## config.mk

```make
export PLATFORM = sky130hd
export DESIGN_NAME = hp_gpe_ctrl
export DESIGN_NICKNAME = d
export VERILOG_FILES = /design/src/rtl/hp_gpe_pkg.sv /design/src/rtl/gpe_byte_regs.sv /design/src/rtl/slot_tracker.sv /design/src/rtl/eject_dec.sv /design/src/rtl/hp_gpe_ctrl.sv
export SDC_FILE = /design/constraint.sdc
export NUM_CORES = 1
export LEC_CHECK = 0
export CELL_PAD_IN_SITES_DETAIL_PLACEMENT = 0
export CELL_PAD_IN_SITES_GLOBAL_PLACEMENT = 1
export CORE_MARGIN = 4
export CORE_UTILIZATION = 44
export DETAILED_ROUTE_END_ITERATION = 12
export GPL_ROUTABILITY_DRIVEN = 0
export HOLD_SLACK_MARGIN = 0.1
export MAX_ROUTING_LAYER = met4
export PLACE_DENSITY_LB_ADDON = 0.1
export SYNTH_ARGS = -nofsm -noshare
export SYNTH_HDL_FRONTEND = slang
export SYNTH_HIERARCHICAL = 1
export SYNTH_SLANG_ARGS = --single-unit
```

## constraint.sdc

```tcl
create_clock -name clk_i -period 2.2 [get_ports clk_i]
set_clock_uncertainty 0.15 [all_clocks]
set_input_delay 0.44 -clock clk_i [delete_from_list [all_inputs] [get_ports clk_i]]
set_output_delay 0.44 -clock clk_i [all_outputs]
set_load 0.01 [all_outputs]
```

## src/rtl/hp_gpe_pkg.sv

```systemverilog
package hp_gpe_pkg;
  localparam int unsigned LANE_W = 8;

  // word window indices, taken from byte address bits [3:2]
  typedef enum logic [1:0] {
    WIDX_INS  = 2'd0,
    WIDX_REM  = 2'd1,
    WIDX_EJ   = 2'd2,
    WIDX_NONE = 2'd3
  } widx_e;
endpackage

```

## src/rtl/gpe_byte_regs.sv

```systemverilog
module gpe_byte_regs #(
  parameter int unsigned REG_W = 16,
  parameter int unsigned OFF_W = 3,
  parameter int unsigned EVT_BIT = 1
) (
  input  logic             clk_i,
  input  logic             rst_ni,
  input  logic             wr_en_i,
  input  logic [OFF_W-1:0] wr_off_i,
  input  logic [7:0]       wr_data_i,
  input  logic [OFF_W-1:0] rd_off_i,
  output logic [7:0]       rd_data_o,
  input  logic             evt_i,
  output logic [REG_W-1:0] sts_o,
  output logic [REG_W-1:0] en_o
);
  localparam int unsigned NLANE = REG_W / 8;

  logic [REG_W-1:0] sts_q, en_q;
  logic [REG_W-1:0] sts_clr, en_d;

  for (genvar l = 0; l < NLANE; l++) begin : g_lane
    localparam logic [OFF_W-1:0] STS_OFF = OFF_W'(l);
    localparam logic [OFF_W-1:0] EN_OFF  = OFF_W'(l + NLANE);
    always_comb begin
      sts_clr[l*8 +: 8] = (wr_en_i && wr_off_i == STS_OFF) ? wr_data_i : 8'h00;
      en_d[l*8 +: 8]    = (wr_en_i && wr_off_i == EN_OFF)  ? wr_data_i : en_q[l*8 +: 8];
    end
  end

  always_ff @(posedge clk_i or negedge rst_ni) begin
    if (!rst_ni) begin
      sts_q <= '0;
      en_q  <= '0;
    end else begin
      // event set after clear: a simultaneous event wins
      sts_q <= (sts_q & ~sts_clr) | (REG_W'(evt_i) << EVT_BIT);
      en_q  <= en_d;
    end
  end

  always_comb begin
    rd_data_o = 8'h00;
    for (int l = 0; l < NLANE; l++) begin
      if (rd_off_i == OFF_W'(l))         rd_data_o = sts_q[l*8 +: 8];
      if (rd_off_i == OFF_W'(l + NLANE)) rd_data_o = en_q[l*8 +: 8];
    end
  end

  assign sts_o = sts_q;
  assign en_o  = en_q;
endmodule

```

## src/rtl/slot_tracker.sv

```systemverilog
module slot_tracker #(
  parameter int unsigned SLOT_W = 5,
  localparam int unsigned MASK_W = 1 << SLOT_W
) (
  input  logic              clk_i,
  input  logic              rst_ni,
  input  logic              wr_ins_i,
  input  logic              wr_rem_i,
  input  logic [MASK_W-1:0] wr_data_i,
  input  logic              evt_i,
  input  logic              evt_insert_i,
  input  logic [SLOT_W-1:0] evt_slot_i,
  output logic [MASK_W-1:0] ins_o,
  output logic [MASK_W-1:0] rem_o
);
  logic [MASK_W-1:0] ins_q, rem_q, onehot;

  assign onehot = MASK_W'(1) << evt_slot_i;

  always_ff @(posedge clk_i or negedge rst_ni) begin
    if (!rst_ni) begin
      ins_q <= '0;
      rem_q <= '0;
    end else if (evt_i) begin
      ins_q <= evt_insert_i ? onehot : '0;
      rem_q <= evt_insert_i ? '0 : onehot;
    end else begin
      if (wr_ins_i) ins_q <= wr_data_i;
      if (wr_rem_i) rem_q <= wr_data_i;
    end
  end

  assign ins_o = ins_q;
  assign rem_o = rem_q;
endmodule

```

## src/rtl/eject_dec.sv

```systemverilog
module eject_dec #(
  parameter int unsigned SLOT_W = 5,
  localparam int unsigned MASK_W = 1 << SLOT_W
) (
  input  logic              clk_i,
  input  logic              rst_ni,
  input  logic              wr_i,
  input  logic [MASK_W-1:0] data_i,
  output logic              strobe_o,
  output logic [SLOT_W-1:0] slot_o
);
  logic [SLOT_W-1:0] lsb_idx;
  logic              strobe_q;
  logic [SLOT_W-1:0] slot_q;

  // scan down so the lowest set bit is the last assignment
  always_comb begin
    lsb_idx = '0;
    for (int i = MASK_W - 1; i >= 0; i--) begin
      if (data_i[i]) lsb_idx = SLOT_W'(i);
    end
  end

  always_ff @(posedge clk_i or negedge rst_ni) begin
    if (!rst_ni) begin
      strobe_q <= 1'b0;
      slot_q   <= '0;
    end else begin
      strobe_q <= wr_i && (data_i != '0);
      if (wr_i && (data_i != '0)) slot_q <= lsb_idx;
    end
  end

  assign strobe_o = strobe_q;
  assign slot_o   = slot_q;
endmodule

```

## src/rtl/hp_gpe_ctrl.sv

```systemverilog
module hp_gpe_ctrl #(
  parameter int unsigned SLOT_W  = 5,
  parameter int unsigned GPE_W   = 16,
  parameter int unsigned OFF_W   = 3,
  parameter int unsigned WADDR_W = 4,
  localparam int unsigned MASK_W = 1 << SLOT_W
) (
  input  logic               clk_i,
  input  logic               rst_ni,
  input  logic               bwr_en_i,
  input  logic [OFF_W-1:0]   b_wr_off_i,
  input  logic [7:0]         b_wr_data_i,
  input  logic [OFF_W-1:0]   b_rd_off_i,
  output logic [7:0]         b_rd_data_o,
  input  logic               wwr_en_i,
  input  logic [WADDR_W-1:0] w_wr_addr_i,
  input  logic [MASK_W-1:0]  w_wr_data_i,
  input  logic [WADDR_W-1:0] w_rd_addr_i,
  output logic [MASK_W-1:0]  w_rd_data_o,
  input  logic               hp_valid_i,
  input  logic               hp_insert_i,
  input  logic [SLOT_W-1:0]  hp_slot_i,
  output logic               irq_o,
  output logic               eject_o,
  output logic [SLOT_W-1:0]  eject_slot_o
);
  import hp_gpe_pkg::*;

  localparam int unsigned EVT_BIT = 1;

  logic [GPE_W-1:0]  sts_q, en_q;
  logic [MASK_W-1:0] ins_q, rem_q;
  widx_e             wr_idx, rd_idx;
  logic              irq_q;

  assign wr_idx = widx_e'(w_wr_addr_i[3:2]);
  assign rd_idx = widx_e'(w_rd_addr_i[3:2]);

  gpe_byte_regs #(.REG_W(GPE_W), .OFF_W(OFF_W), .EVT_BIT(EVT_BIT)) u_regs (
    .clk_i     (clk_i),
    .rst_ni    (rst_ni),
    .wr_en_i   (bwr_en_i),
    .wr_off_i  (b_wr_off_i),
    .wr_data_i (b_wr_data_i),
    .rd_off_i  (b_rd_off_i),
    .rd_data_o (b_rd_data_o),
    .evt_i     (hp_valid_i),
    .sts_o     (sts_q),
    .en_o      (en_q)
  );

  slot_tracker #(.SLOT_W(SLOT_W)) u_slots (
    .clk_i        (clk_i),
    .rst_ni       (rst_ni),
    .wr_ins_i     (wwr_en_i && wr_idx == WIDX_INS),
    .wr_rem_i     (wwr_en_i && wr_idx == WIDX_REM),
    .wr_data_i    (w_wr_data_i),
    .evt_i        (hp_valid_i),
    .evt_insert_i (hp_insert_i),
    .evt_slot_i   (hp_slot_i),
    .ins_o        (ins_q),
    .rem_o        (rem_q)
  );

  eject_dec #(.SLOT_W(SLOT_W)) u_eject (
    .clk_i    (clk_i),
    .rst_ni   (rst_ni),
    .wr_i     (wwr_en_i && wr_idx == WIDX_EJ),
    .data_i   (w_wr_data_i),
    .strobe_o (eject_o),
    .slot_o   (eject_slot_o)
  );

  always_comb begin
    unique case (rd_idx)
      WIDX_INS: w_rd_data_o = ins_q;
      WIDX_REM: w_rd_data_o = rem_q;
      default:  w_rd_data_o = '0;
    endcase
  end

  always_ff @(posedge clk_i or negedge rst_ni) begin
    if (!rst_ni) irq_q <= 1'b0;
    else         irq_q <= hp_valid_i && en_q[EVT_BIT];
  end

  assign irq_o = irq_q;
endmodule

```

Word level (Yosys, flattened, before mapping)
Cells that the tools add are included.
Widths: inputs -> output; s select.
{ "op_classes": {"mux": 45, "order_cmp": 0, "eq_ne": 9, "bitwise_logic": 3, "reduce_logical": 16, "div": 0, "multipliers": 0, "add_sub_neg": 0, "n_shift": 1} }
{ "op_table": {"columns": ["cell", "count"], "rows": [
  ["$mux 32", 6],
  ["$mux 5", 32],
  ["$pmux 32 s2", 1],
  ["$mux 8", 6],
  ["$reduce_bool 32->1", 1],
  ["$shl 1x5->32 const A", 1],
  ["$and 16x16->16", 1],
  ["$not 16->16", 1],
  ["$or 16x2->16", 1],
  ["$eq 3x2->1 const B", 4],
  ["$logic_and 1x1->1", 9],
  ["$eq 3x1->1 const B", 2],
  ["$logic_not 3->1", 2],
  ["$eq 2x1->1 const B", 2],
  ["$logic_not 2->1", 2],
  ["$reduce_bool 2->1", 2],
  ["$eq 2x2->1 const B", 1]
]} }
{ "word_totals": {"latch_bits": 0, "input_bits": 65, "mem_bits_rw": 0, "reg_bits": 103, "romBits": 0, "output_inout_bits": 47, "elab_cells": 82, "n_memories": 0} }

Logic depth before layout (Yosys ltp)
Gate-level depths: netlist (run 1).
{ "logic_depth": {"ltp_word": 32, "ltp_mapped": 6, "depth_no_buf": 6} }

By module
Netlist (run 1), hierarchy kept.
{ "modules_own_cells": {"columns": ["module", "n_inst", "area_each_um2", "seq_area_each_um2", "cells_each"], "rows": [
  ["slot_tracker", 1, 3206.8, 1601.5, 309],
  ["gpe_byte_regs", 1, 1455.1, 800.8, 101],
  ["eject_dec", 1, 581.8, 150.1, 81],
  ["hp_gpe_ctrl", 1, 579.3, 25.0, 76]
]} }

Least setup slack after synthesis (run 1)
No wires, ideal clock.
{ "synth_timing": {"path_kind": "input to register", "from": "input w_wr_data_i[23]", "to": "register u_eject.slot_q[2] (netlist: u_eject/slot_o[2])", "slack_ns": 0.152, "t_arrival_ns": 1.773, "required_ns": 1.925, "path_stages": 5, "n_path_buf": 0, "setup_time_ns": 0.125, "path_cell_list": "or4_1 -> or2_1 -> o21ai_2 -> nand2_2 -> mux2_4"} }
{ "synth_via": {"elab_chain_len": 24, "elab_cells_between_ends": 26, "cone_classes": "mux (24); reduce/logical (2)"} }
{ "synth_rtl": {"columns": ["element", "line_no", "text"], "rows": [
  ["start: declaration", "hp_gpe_ctrl.sv:17", "input logic [MASK_W-1:0] w_wr_data_i,"],
  ["$mux 5 (24 in a row)", "eject_dec.sv:20", "if (data_i[i]) lsb_idx = SLOT_W'(i);"],
  ["end signal: assignment", "eject_dec.sv:30", "if (wr_i && (data_i != '0)) slot_q <= lsb_idx;"],
  ["end: declaration", "eject_dec.sv:14", "logic [SLOT_W-1:0] slot_q;"]
]} }
Several ways; a longest one is shown, not always the timed one.
A chain may end at the register's enable or synchronous reset.

Final worst setup path (run 1)
{ "layout_timing": {"from": "input b_rd_off_i[1]", "to": "output b_rd_data_o[1]"} }
{ "layout_via": {"elab_chain_len": 5, "elab_cells_between_ends": 8, "cone_classes": "eq/ne (3); mux (4); reduce/logical (1)"} }
{ "layout_rtl": {"columns": ["element", "line_no", "text"], "rows": [
  ["start: declaration", "hp_gpe_ctrl.sv:13", "input logic [OFF_W-1:0] b_rd_off_i,"],
  ["$logic_not 3->1", "gpe_byte_regs.sv:45", "if (rd_off_i == OFF_W'(l)) rd_data_o = sts_q[l*8 +: 8];"],
  ["$mux 8", "gpe_byte_regs.sv:45", null],
  ["$mux 8", "gpe_byte_regs.sv:46", "if (rd_off_i == OFF_W'(l + NLANE)) rd_data_o = en_q[l*8 +: 8];"],
  ["$mux 8", "gpe_byte_regs.sv:45", null],
  ["$mux 8 *", "gpe_byte_regs.sv:46", null],
  ["end: declaration", "hp_gpe_ctrl.sv:14", "output logic [7:0] b_rd_data_o,"]
]} }
Every way passes the cells marked *; elsewhere a longest branch is shown, timed or not.

==> results of run 1 <==
per-layer routing:
metal  global-route usage (%)  wire length [um]  vias to the layer above
li1                         -                 -                     2406
met1                     33.3              8060                     2577
met2                     38.0              8270                      163
met3                     2.70               733                       26
met4                     8.72               374                        0
met5                        -                 0                        -
Yosys cell counts (all sizes together), types with 2 or more instances:
cell     instances  area [sq um]
or4              5          41.3
or4b             4          43.8
and3b            2          17.5
o31ai            2          15.0
nor4             5          37.5
o21ai            8          43.8
o22ai           72           450
nand4bb          6          67.6
nand4b           5          50.0
and4bb           2          25.0
clkbuf          28           105
nand2            5          21.3
a21oi            8          40.0
inv              9          33.8
a21boi          16           120
o21a            64           480
mux2i           48           480
nor2            47           176
buf             15           128
nor2b           64           400
or2              4          25.0
nand3b           2          15.0
a31oi            4          25.0
dfrtp          103          2580
mux2            17           225
nor3             3          15.0
nand4            3          18.8
kinds of logic after synthesis:
kind of cell / Yosys count / share of synthesized area, %
and+or+nand+nor: 164 / 17.5
muxes: 65 / 12.1
AOI/OAI and AO/OA: 183 / 21.5
DFF: 103 / 44.3
buffers and inverters: 52 / 4.58
critical path, stage by stage:
cell and delay [ns]:
clkdlybuf4s50_1 0.43, or2_4 0.30, o22ai_1 0.19, clkdlybuf4s15_2 0.25
cell type report:
class / count / area, sq um / area share (%)
timing repair buffer: 186 / 1730 / 21.8
sequential: 103 / 2580 / 32.5
tap: 172 / 215 / 2.71
clock inverter: 7 / 114 / 1.43
multi-input combinational: 412 / 3050 / 38.3
inverter: 9 / 33.8 / 0.425
clock buffer: 9 / 225 / 2.84
per-stage QoR:
step | cell area, sq um | hold slack (ns) | std cells
after global routing | 7940 | 0.346 | 898
after detailed placement | 7540 | 0.329 | 877
final | 7940 | 0.341 | 898
after floorplan | 5820 | -0.00559 | 567
after CTS | 7940 | 0.345 | 898
after global placement | 7540 | 0.323 | 877
path summary, 6_finish.rpt:
| path | end | slack [ns] | cells past startpoint |
|---|---|---|---|
| max reg2reg | u_eject/slot_o[2]$_DFFE_PN0P_ | 1.26 | 1 |
| max in group asynchronous | u_eject/slot_o[0]$_DFFE_PN0P_ | 0.91 | 3 |
| min | u_slots/ins_o[22]$_DFFE_PN0P_ | 0.34 | 1 |
| max | b_rd_data_o[1] | -0.0003 | 4 |
| min in group asynchronous | u_slots/ins_o[21]$_DFFE_PN0P_ | 0.54 | 3 |
| min reg2reg | u_slots/ins_o[22]$_DFFE_PN0P_ | 0.34 | 1 |
flip-flops by register name (all words and copies together) (netlist names):
name              count
u_slots/ins_o        32
u_slots/rem_o        32
u_eject/strobe_o      1
u_eject/slot_o        5
u_regs/sts_o         16
u_regs/en_o          16
irq_o                 1
power by group through the flow:
stage,Combinational [uW],Clock [uW],Sequential [uW]
CTS,1070,1830,2170
finish,1070,1800,2170
global placement,1060,0,2190
global route,1150,1920,2190
detailed placement,1080,0,2200
floorplan,520,0,2180
what timing repair did:
action / CTS / global route
hold buffers: 1 / 0
hold endpoints to repair: 103 / 0
buffers inserted: 3 / 0
setup endpoints to repair: 42 / 11
pin swaps: 1 / 3
resized for setup: 64 / 14
gates cloned: 1 / 0
==> results by group, run 1 <==
Power and ir drop
  • Peak supply drop: 0.354 mV
  • Final Power: 5030 uW
  • Share of power burned in registers: 43.1%
  • Switching power total: 1370 uW
  • Clock share of power: 35.7%
  • Lkg Pwr: 0.00354 uW
  • PD cells: 633 nW/um^2
  • Combinational power share: 21.2%
  • Int Pwr: 3660 uW
  • Sw Ratio: 27.3%

Finish
  • Fillers: 1089
  • N_diodes: 0
  • Layout net count: 786
  • Area grow syn2layout: 36.4%
  • Final Util: 62.2%
  • Layout cell share with drive strength beyond 1: 19.8%
  • Most common cell after layout, fill and taps aside: dfrtp_1
  • Most frequent cells in the layout: dfrtp_1, o22ai_1, buf_4

Die
  • Initial Util: 45.6%
  • Die width: 123 um
  • Die Y-Extent: 123 um
  • Top Ports: 112
  • # rows: 41
  • Die ar.: 15100 sq um
  • Core area: 12800 sq um

Worst setup path
  • Crit path launch: b_rd_off_i[1]
  • WS Path Type: in -> out
  • CP Capture Type: output port
  • WP data arrival: 1.61 ns
  • CP Data Required Time: 1.61 ns
  • R2r startpoint: u_eject/slot_o[2]$_DFFE_PN0P_
  • Critical path launch point type: input pin
  • Critical path peak fanout: 8

STA
  • Pins Over Slew Limit: 0
  • Slew @ Worst Pin: 0.566 ns
  • RSZ-0062 raised after global routing: true
  • Maximum clock rate: 454 MHz
  • Final hold vios: 0
  • Final min period: 2.20 ns
  • Relative slew slack: 62.2%
  • Worst setup margin: -0.000327 ns
  • Final period utilization: 100%
  • Setup tns final: -0.000327 ns
  • Setup Viol. Count Final: 1

Logic synthesis
  • Fraction of registers with async set/reset: 100%
  • Mean Syn Cell Area: 10.3 sq um
  • Seq/Total Area, Yosys: 44.3%
  • Synthesized cell area: 5820 sq um
  • Cell variety after synth: 55
  • Post-synth EDFFs: 0
  • YS warnings: 6
  • Syn_nets: 632
  • Post-synth top flop: dfrtp_1
  • Syn Inst Count: 567
  • Flops & latches, synth: 103

Placed design
  • Dpl hpwl: 12500 um
  • I/O Buffers: 107
  • Pre-CTS setup slack: -0.441 ns

Route
  • Routed WL per cell: 19.4 um
  • DRT Pass-1 Iters: 5
  • Via count: 5172
  • Final antenna-violating net count: 0
  • Drt drc: 0
  • Overall routed net length: 17400 um
  • Vias per inst: 5.76
  • Starting DRT DRC Count: 339

CTS
  • Max clock buf depth: 2
  • TritonCTS clock tree: built
  • Sink Count: 103
  • Inserted Clock Buffers: 9
  • CTS H-tree depth: 3
  • Reg clk slew, reported paths: 0.07 ns
  • Insertion delay to the later sink of the worst-skew pair: 0.34 ns
  • Clock Root Buffer: clkbuf_16

Global route
  • Total grt overflow: 0
  • Initial antenna violation count: 0
  • Overall global routing resource usage: 24.4%
  • Vias in the first global route: 5260
  • Largest net degree at the start of global routing: 104
  • First-pass GRT wire length: 27700 um

Status
  • Status: finished with violations
  • Failing checks: setup timing

Min path
  • Min-delay worst type: reg -> reg
  • Hold Startpoint: u_slots/ins_o[22]$_DFFE_PN0P_

Flow run
  • Max-cap violations: 0
No activity file was read; power rests on OpenSTA's default activity.
==> run 2, diff against run 1 <==
CELL_PAD_IN_SITES_DETAIL_PLACEMENT = unset   (was 0)
CELL_PAD_IN_SITES_GLOBAL_PLACEMENT = unset   (was 1)
CORE_ASPECT_RATIO = 0.6   (was unset)
CORE_UTILIZATION = 57   (was 44)
PLACE_DENSITY = 0.87   (was unset)
PLACE_DENSITY_LB_ADDON = unset   (was 0.1)
==> run 2 against run 1 <==
Net effect: the run still ends with setup timing left; largest cell class unchanged; first-iteration DRC count grew 150%; critical path type is now in -> reg; die area shrank 21%; core utilization grew 18 points.
==> results by group, run 2 (same netlist as run 1, synthesis figures left out) <==
Status
  • Status: finished with violations
  • Failing checks: setup timing

CTS
  • Reg clk slew, reported paths: 0.07 ns (about the same)
  • CTS H-tree depth: 3 (unchanged)
  • Sink Count: 103 (unchanged)
  • Insertion delay to the later sink of the worst-skew pair: 0.35 ns (about the same)
  • TritonCTS clock tree: built
  • Max clock buf depth: 2 (unchanged)
  • Inserted Clock Buffers: 9 (unchanged)
  • Clock Root Buffer: clkbuf_16

Placed design
  • I/O Buffers: 107 (unchanged)
  • Dpl hpwl: 13200 um (+5.7%)

Route
  • Drt drc: 0 (unchanged)
  • DRT Pass-1 Iters: 8 (+3)
  • Via count: 5590 (+8.1%)
  • Overall routed net length: 19200 um (+10%)
  • Vias per inst: 6.47 (+12%)
  • Routed WL per cell: 22.2 um (+14%)
  • Starting DRT DRC Count: 843 (+150%)
  • Final antenna-violating net count: 0 (unchanged)

Worst setup path
  • CP Data Required Time: 2.31 ns (+0.70 ns)
  • Critical path launch point type: input pin
  • Max incr delay on CP: 0.52 ns (+0.09 ns)
  • R2R cell count: 1 (unchanged)
  • CP Capture Point: u_eject/slot_o[1]$_DFFE_PN0P_
  • CP cell instances: clkdlybuf4s50_1, or4_4, or2_4, o21ai_4, nand2_4, buf_4, a31oi_1
  • WS Path Type: in -> reg
  • Crit-path slowest cell: or4_4
  • CP Capture Type: flop
  • Critical path peak fanout: 5 (-3)
  • WP data arrival: 2.31 ns (+0.70 ns)
  • Crit path launch: w_wr_data_i[17]
  • FF-to-FF End: u_regs/en_o[11]$_DFFE_PN0P_
  • R2R Setup Slk: 1.22 ns (-0.04 ns)
  • R2r startpoint: u_regs/en_o[11]$_DFFE_PN0P_

Finish
  • Layout cell share with drive strength beyond 1: 21.0% (+1.2 points)
  • Most common cell after layout, fill and taps aside: dfrtp_1
  • Final Util: 80.6% (+18 points)
  • Layout net count: 790 (+0.51%)
  • Fillers: 575 (-47%)
  • Reg area: 2580 sq um (unchanged)
  • Most frequent cells in the layout: dfrtp_1, buf_4, o22ai_1
  • Area grow syn2layout: 37.3%
  • Area occupied by multi-input gates: 3110 sq um (+2.1%)
  • N_diodes: 0 (unchanged)

STA
  • Slew @ Worst Pin: 0.550 ns (-0.0161 ns)
  • Pins Over Slew Limit: 0 (unchanged)
  • Setup tns final: -0.000326 ns (+0.000000777 ns)
  • Final hold vios: 0 (unchanged)
  • Worst setup margin: -0.000326 ns (+0.000000777 ns)
  • Final min period: 2.20 ns (-0.000000777 ns)
  • Maximum clock rate: 454 MHz (unchanged)
  • Final period utilization: 100% (about the same)
  • Setup Viol. Count Final: 1 (unchanged)
  • Relative slew slack: 63.2% (+0.92 points)

Global route
  • Total grt overflow: 0 (unchanged)
  • First-pass GRT wire length: 29500 um (+6.4%)
  • Initial antenna violation count: 0 (unchanged)
  • Overall global routing resource usage: 32.3% (+7.9 points)
  • Vias in the first global route: 5554 (+5.6%)
  • Largest net degree at the start of global routing: 39 (-63%)

Flow run
  • Max-cap violations: 0 (unchanged)

Die
  • Core area: 9910 sq um (-22%)
  • Die ar.: 11900 sq um (-21%)
  • Initial Util: 58.7% (+13 points)
  • # rows: 28 (-32%)
  • Top Ports: 112 (unchanged)
  • Die Y-Extent: 86.3 um (-30%)
  • Die width: 138 um (+13%)

Power and ir drop
  • Peak supply drop: 0.455 mV (+29%)
  • Lkg Pwr: 0.00359 uW (+1.7%)
  • PD cells: 626 nW/um^2 (-1.2%)

Min path
  • Min-delay worst type: in -> reg
## run 2: changes by cell type in the layout (fill, tap and decap cells not counted), sizes merged
cell	change
inv	-3
dlymetal6s2s	+7
clkinvlp	+1
buf	+7
clkbuf	+1
dlygate4sd2	-5
clkinv	-2
bufinv	-1
clkdlybuf4s50	-2
## run 2: metrics by stage
stage,instances,power [uW],hold WS [ns],cell area [sq um],setup WS (ns)
finish,864,5000,0.319,8000,-0.000326
global route,864,5170,0.333,8000,-0.00883
detailed placement,841,3290,0.303,7500,-0.443
global placement,841,3240,0.280,7500,-0.405
floorplan,567,2700,-0.00559,5820,0.152
CTS,862,4980,0.301,7910,0.00741
## run 2: how the worst min path moves through the flow
stage                                            end       start  depth (start not counted)
after detailed placement  u_regs/en_o[3]$_DFFE_PN0P_      rst_ni                          1
after floorplan                      irq_o$_DFF_PN0_      rst_ni                          0
after global placement    u_regs/en_o[3]$_DFFE_PN0P_      rst_ni                          1
after CTS                  u_regs/sts_o[1]$_DFF_PN0_  hp_valid_i                          3
after global routing       u_regs/sts_o[1]$_DFF_PN0_  hp_valid_i                          3
final                      u_regs/sts_o[1]$_DFF_PN0_  hp_valid_i                          3
## run 2: layer usage
layer  global-route usage, %  part of all wire (%)  vias up
met5                       -                     0        -
met4                    10.2                   2.8        0
met3                    7.72                    10       77
met2                    47.7                    45      380
met1                    44.6                    42     2724
li1                        -                     -     2409
## run 2: what timing repair did
action / 4_1_cts / 5_1_grt
pin swaps: 3 / 9
gates resized for setup: 77 / 17
hold buffers: 1 / 0
gates cloned: 1 / 0
setup endpoints to repair: 43 / 5
buffers inserted: 4 / 2
hold endpoints to repair: 36 / 0
## run 2: worst max-delay path: cells and delay by family
family / cells / cell delay [ns]
AOI/OAI and AO/OA: 2 / 0.39
buffers and inverters: 2 / 0.59
and+or+nand+nor: 3 / 0.90
## run 2: cell type report
class	count	share of cell area, %
clock buffer	13	3.51
inverter	9	0.423
timing repair buffer	190	22.4
tap	135	2.11
multi-input combinational	412	38.9
sequential	103	32.2
clock inverter	2	0.469
## run 2: power by group
part | switching, uW | total, uW | internal, uW
Sequential | 113 | 2180 | 2070
Clock | 696 | 1700 | 1000
Combinational | 545 | 1120 | 577
Total | 1350 | 5000 | 3650
